$ cat src/rtl/shf_pkg.sv
package shf_pkg;
  typedef enum logic [2:0] {
    OP_ASHIFT = 3'd0,
    OP_LSHIFT = 3'd1,
    OP_NORM   = 3'd2,
    OP_EXP    = 3'd3,
    OP_EXPADJ = 3'd4
  } shf_op_e;

  typedef enum logic [1:0] {
    REF_LO  = 2'd0,
    REF_HI  = 2'd1,
    REF_HIX = 2'd2
  } shf_ref_e;
endpackage

$ cat src/rtl/shf_position.sv
module shf_position #(
  parameter int DATA_W = 16
) (
  input  logic [DATA_W-1:0]   val_i,
  input  logic                hi_i,
  input  logic                ext_i,
  output logic [2*DATA_W-1:0] pos_o
);
  always_comb begin
    if (hi_i) pos_o = {val_i, {DATA_W{1'b0}}};
    else      pos_o = {{DATA_W{ext_i}}, val_i};
  end
endmodule

$ cat src/rtl/shf_barrel.sv
module shf_barrel #(
  parameter int RES_W = 32,
  parameter int AMT_W = 8
) (
  input  logic [RES_W-1:0] val_i,
  input  logic [AMT_W-1:0] amt_i,
  input  logic             fill_i,
  output logic [RES_W-1:0] res_o
);
  localparam int LOG_W = $clog2(RES_W);

  logic             neg;
  logic [AMT_W:0]   amt_ext;
  logic [AMT_W:0]   mag;
  logic             big;
  logic [RES_W-1:0] lft [LOG_W+1];
  logic [RES_W-1:0] rgt [LOG_W+1];

  assign neg     = amt_i[AMT_W-1];
  assign amt_ext = {amt_i[AMT_W-1], amt_i};
  assign mag     = neg ? (~amt_ext + 1'b1) : amt_ext;
  assign big     = (mag >= (AMT_W+1)'(RES_W));

  assign lft[0] = val_i;
  assign rgt[0] = val_i;

  for (genvar k = 0; k < LOG_W; k++) begin : g_stage
    localparam int SH = 1 << k;
    assign lft[k+1] = mag[k] ? {lft[k][RES_W-SH-1:0], {SH{1'b0}}} : lft[k];
    assign rgt[k+1] = mag[k] ? {{SH{fill_i}}, rgt[k][RES_W-1:SH]} : rgt[k];
  end

  always_comb begin
    if (neg) res_o = big ? {RES_W{fill_i}} : rgt[LOG_W];
    else     res_o = big ? '0 : lft[LOG_W];
  end
endmodule

$ cat src/rtl/shf_lead_cnt.sv
module shf_lead_cnt #(
  parameter int DATA_W = 16,
  parameter int CNT_W  = 5
) (
  input  logic [DATA_W-1:0] val_i,
  input  logic              ref_i,
  output logic [CNT_W-1:0]  cnt_o
);
  logic run;
  always_comb begin
    cnt_o = '0;
    run   = 1'b1;
    for (int i = DATA_W-1; i >= 0; i--) begin
      if (run && (val_i[i] == ref_i)) cnt_o = cnt_o + 1'b1;
      else                            run   = 1'b0;
    end
  end
endmodule

$ cat src/rtl/dsp_shifter_unit.sv
module dsp_shifter_unit
  import shf_pkg::*;
#(
  parameter int DATA_W = 16,
  parameter int AMT_W  = 8,
  parameter int BEXP_W = 5
) (
  input  logic                clk_i,
  input  logic                rst_ni,
  input  logic                exec_i,
  input  logic [2:0]          op_i,
  input  logic [1:0]          ref_i,
  input  logic                or_acc_i,
  input  logic                use_imm_i,
  input  logic [AMT_W-1:0]    imm_i,
  input  logic [DATA_W-1:0]   operand_i,
  input  logic                av_i,
  input  logic                ac_i,
  output logic [2*DATA_W-1:0] sr_o,
  output logic [AMT_W-1:0]    se_o,
  output logic [BEXP_W-1:0]   sb_o
);
  localparam int RES_W   = 2*DATA_W;
  localparam int CNT_W   = $clog2(DATA_W+1);
  localparam int RED_MAX = DATA_W-1;

  shf_op_e  op;
  shf_ref_e rsel;
  assign op   = shf_op_e'(op_i);
  assign rsel = shf_ref_e'(ref_i);

  logic [RES_W-1:0]  sr_q, pos, shifted;
  logic [AMT_W-1:0]  se_q, amt;
  logic [BEXP_W-1:0] sb_q;
  logic              hi_sign_q;
  logic              ext_bit, fill_bit, is_shift;
  logic [CNT_W-1:0]  cnt_self, cnt_lo;
  logic [AMT_W-1:0]  exp_hi, exp_lo;
  logic [BEXP_W-1:0] exp_blk;

  assign is_shift = (op == OP_ASHIFT) || (op == OP_LSHIFT) || (op == OP_NORM);
  assign ext_bit  = (op == OP_ASHIFT) & operand_i[DATA_W-1];

  shf_position #(.DATA_W(DATA_W)) u_pos (
    .val_i(operand_i),
    .hi_i (rsel != REF_LO),
    .ext_i(ext_bit),
    .pos_o(pos)
  );

  always_comb begin
    if (op == OP_NORM)  amt = AMT_W'(0) - se_q;
    else if (use_imm_i) amt = imm_i;
    else                amt = se_q;
    case (op)
      OP_ASHIFT: fill_bit = pos[RES_W-1];
      OP_NORM:   fill_bit = ac_i;
      default:   fill_bit = 1'b0;
    endcase
  end

  shf_barrel #(.RES_W(RES_W), .AMT_W(AMT_W)) u_barrel (
    .val_i (pos),
    .amt_i (amt),
    .fill_i(fill_bit),
    .res_o (shifted)
  );

  shf_lead_cnt #(.DATA_W(DATA_W), .CNT_W(CNT_W)) u_cnt_self (
    .val_i(operand_i),
    .ref_i(operand_i[DATA_W-1]),
    .cnt_o(cnt_self)
  );

  shf_lead_cnt #(.DATA_W(DATA_W), .CNT_W(CNT_W)) u_cnt_lo (
    .val_i(operand_i),
    .ref_i(hi_sign_q),
    .cnt_o(cnt_lo)
  );

  // cnt_self includes the sign bit itself
  assign exp_hi  = AMT_W'(1) - AMT_W'(cnt_self);
  assign exp_lo  = AMT_W'(0) - AMT_W'(RED_MAX) - AMT_W'(cnt_lo);
  assign exp_blk = BEXP_W'(exp_hi);

  always_ff @(posedge clk_i or negedge rst_ni) begin
    if (!rst_ni) begin
      sr_q      <= '0;
      se_q      <= '0;
      sb_q      <= BEXP_W'(-DATA_W);
      hi_sign_q <= 1'b0;
    end else if (exec_i) begin
      if (is_shift) begin
        sr_q <= or_acc_i ? (sr_q | shifted) : shifted;
      end else if (op == OP_EXP) begin
        if (rsel == REF_HIX && av_i) begin
          se_q <= AMT_W'(1);
        end else if (rsel == REF_HI || rsel == REF_HIX) begin
          se_q      <= exp_hi;
          hi_sign_q <= operand_i[DATA_W-1];
        end else if (rsel == REF_LO && se_q == AMT_W'(-RED_MAX)) begin
          se_q <= exp_lo;
        end
      end else if (op == OP_EXPADJ) begin
        if ($signed(exp_blk) > $signed(sb_q)) sb_q <= exp_blk;
      end
    end
  end

  assign sr_o = sr_q;
  assign se_o = se_q;
  assign sb_o = sb_q;
endmodule

$ cat config.mk
export PLATFORM = sky130hd
export DESIGN_NAME = dsp_shifter_unit
export DESIGN_NICKNAME = d
export VERILOG_FILES = /design/src/rtl/shf_pkg.sv /design/src/rtl/shf_position.sv /design/src/rtl/shf_barrel.sv /design/src/rtl/shf_lead_cnt.sv /design/src/rtl/dsp_shifter_unit.sv
export SDC_FILE = /design/constraint.sdc
export NUM_CORES = 1
export LEC_CHECK = 0
export ABC_AREA = 1
export BUFFER_PORTS_ARGS = -buffer_cell sky130_fd_sc_hd__buf_2
export CORE_MARGIN = 3
export CORE_UTILIZATION = 60
export CTS_BUF_LIST = sky130_fd_sc_hd__clkbuf_4
export CTS_CLUSTER_DIAMETER = 80
export CTS_CLUSTER_SIZE = 16
export DETAILED_ROUTE_END_ITERATION = 16
export GPL_ROUTABILITY_DRIVEN = 0
export PLACE_DENSITY = 0.86
export SLEW_MARGIN = 25
export SYNTH_ARGS = -nofsm -noshare
export SYNTH_HDL_FRONTEND = slang
export SYNTH_SLANG_ARGS = --single-unit
$ cat constraint.sdc
create_clock -name clk_i -period 10.65 [get_ports clk_i]
set_input_delay 0.5325 -clock clk_i [delete_from_list [all_inputs] [get_ports clk_i]]
set_output_delay 0.5325 -clock clk_i [all_outputs]
set_load 0.02 [all_outputs]
==> out/results.ini <==
[clock_tree]
cts_resized=0
cts_max_level=2
clk-insertion-delay-late_ps=400
cts_tree=yes
clk_path_buf_depth=2
cts_made_buffers=5
cts_setup_buffers=0
postCtsHoldBufs=0
clockRootBuffer=clkbuf_4
cts.clk_slew.worst_paths_ps=150
clock-sinks=45

[synthesis]
synth_area_leaders=nand2_1 (21%), o21ai_0 (15%), dfrtp_1 (13%)
netlist.area_leader.share_pct=21.3
syn_avg_cell_area_um2=5.47
netlist_instances=1512
syn_nets=1583
synth_warnings=0
yosysSeqAreaShare_pct=13.6
synth-edff-count=0
yosys.area.top_type=nand2_1
netlist_area_um2=8270
ys_async_sr_fraction_pct=100
synth_ff_type=dfrtp_1
synth_cell_types=58
ys_seq_elements=45

[power_and_ir_drop]
power_frac_seq_pct=18.6
peakVddDrop_mv=0.110
combPwrFrac_pct=75.5
p_sw_share_pct=59.8
intPower_uw=635
cellLeakagePower_uw=0.00454
power_density_nw_per_um2=180
switchingPower_uw=945
clockPowerShare_pct=5.9

[placement]
hpwl_um=18900
port_buffers=80
preCtsSetupSlack_ps=1230

[timing]
clock_skew_ps=13.4
fin_crit_ps=9520
finalHoldViolations=0
fmax_ghz=0.105
worst_slack_ps=1130
fin_tns_setup_ps=0
rsz0062_at_grt=no
relSlewSlack_pct=36.4
worst_slew_pin_slew_ps=949
period_share_pct=89.3
final_max_slew_viol_count=0
setup_viol=0

[final_layout]
final_common_cell=nand2_1
num_antenna_cells=0
drive_above_1_share_pct=11.6
nets=1604
final_cell_mix=nand2_1 (469), o21ai_0 (245), inv_1 (168)
fillers=1299
area_delta_synth_final_pct=5.78

[floorplan]
die-area_um2=15200
io-pin-count=81
die_w_um=123
die_h_um=123
rows=42
core_um2=13300
initial_core_util_pct=62.0

[detailed_routing]
dr.pass1.iters=9
viasPerCell=5.95
num_vias=10200
ant_nets=0
drc=0
wl_per_cell_um=14.1
drt_wl_total_um=24100
drtIter0Drc=1204

[critical_path]
slowest_delay_ps=840
cp-start-kind=flip-flop
cpMostUsedCell=nand2_1
cp_slowest_cell=dfrtp_1
path_class=flip-flop to flip-flop
worst-endpoint-required_ps=10950
path_max_fanout=25
arrival_ps=9810
cp-end-kind=flip-flop

[worst_hold_path]
hold_path_class=primary input to asynchronous set/reset pin

[grt]
antenna_found_initial=0
grt_max_degree=87
track_usage_pct=31.7
grt-ovfl-total=0
grt_pass1_wl_um=40000
grt_pass1_vias=8932

[flow_run]
cap_violations=0

[outcome]
status=complete, no violations

[metal layers]
| metal | wire length [um] | vias up | share of wire [%] | track usage, % |
|---|---|---|---|---|
| met5 | 0 | - | 0 | 0 |
| met4 | 1040 | 0 | 4.3 | 13.5 |
| met3 | 1920 | 108 | 8.0 | 3.61 |
| met2 | 11500 | 507 | 48 | 53.8 |
| met1 | 9640 | 4540 | 40 | 40.7 |
| li1 | - | 5014 | - | - |
[registers in the layout, summed over array words and instances (netlist names)]
signal,cells
se_o,7
sb_o,5
sr_o,32
hi_sign_q,1
[worst paths after layout]
| check | from | endpoint | slack (ps) | cells after the start |
|---|---|---|---|---|
| worst max-delay path | hi_sign_q | se_o[2] | 1130 | 51 |
| worst min-delay path | rst_ni | sr_o[31] | 100 | 1 |
| worst max register to register | hi_sign_q | se_o[2] | 1130 | 51 |
| worst min register to register | sb_o[4] | sb_o[4] | 520 | 2 |
| max in group asynchronous | rst_ni | sb_o[4] | 10140 | 1 |
| min in group clk_i | sb_o[4] | sb_o[4] | 520 | 2 |
[final cells by class]
class	instances	area (um2)	share of cell area, %
Sequential cell	45	1130	12.9
Multi-Input combinational cell	1208	6180	70.6
Clock buffer	5	37.5	0.429
Tap cell	176	220	2.52
Inverter	184	696	7.95
Clock inverter	3	25.0	0.286
Timing Repair Buffer	89	470	5.38
[per-stage QoR]
stage / power, uW / hold slack (ps) / utilization (%) / cells / cell area (um2)
final: 1580 / 98.4 / 65.6 / 1710 / 8750
after global routing: 1740 / 134 / 65.6 / 1710 / 8750
after CTS: 1550 / 302 / 65.5 / 1710 / 8750
after detailed placement: 1460 / 492 / 65.1 / 1702 / 8680
after global placement: 1430 / 488 / 65.1 / 1702 / 8680
after floorplan: 1160 / 237 / - / 1512 / 8270
[power groups by stage]
stage	registers (uW)	clock network [uW]	logic [uW]
after floorplan	370	0	789
after global placement	294	0	1140
after detailed placement	296	0	1160
final	294	93.0	1190
after CTS	293	93.8	1170
after global routing	304	101	1340
[synthesized netlist by cell type, types with 3 or more instances]
library cell,count
a22oi_1,8
o311ai_0,3
xnor2_1,6
o21ai_2,3
nor2_2,6
buf_1,7
nor2_4,4
nand3b_1,3
a21oi_2,5
mux2i_1,10
o21ai_1,11
nor2_1,105
o221ai_1,4
inv_1,169
clkbuf_1,58
or2_2,8
nand2_1,470
dfrtp_1,44
or2_1,3
a21oi_1,55
nand4_1,10
a32oi_1,3
buf_2,5
xor2_1,7
nand3_1,95
buf_6,3
ha_1,35
nand2_2,17
a31oi_1,18
and2_1,8
o21ai_0,245
nand3_2,11
o211ai_1,23
nor3_1,8
inv_2,12
[cells by family after synthesis]
family	count (synthesis)	share of synthesized area, %
and+or+nand+nor	754	39.1
AOI/OAI and AO/OA	393	26.4
buffers and inverters	259	12.2
DFF	45	13.6
adders and majority gates	35	5.29
xor gates and xnor gates	16	2.10
muxes	10	1.21
[worst max-delay path: cells and delay by family, from the launching register on]
kind / cells / cell delay (ps)
adder cells (fa/ha/maj): 14 / 4040
AND/OR/NAND/NOR: 29 / 3730
flip-flops: 1 / 840
AO/OA/AOI/OAI: 5 / 620
buffers and inverters: 3 / 180
Power figures use the tool's default switching activity.
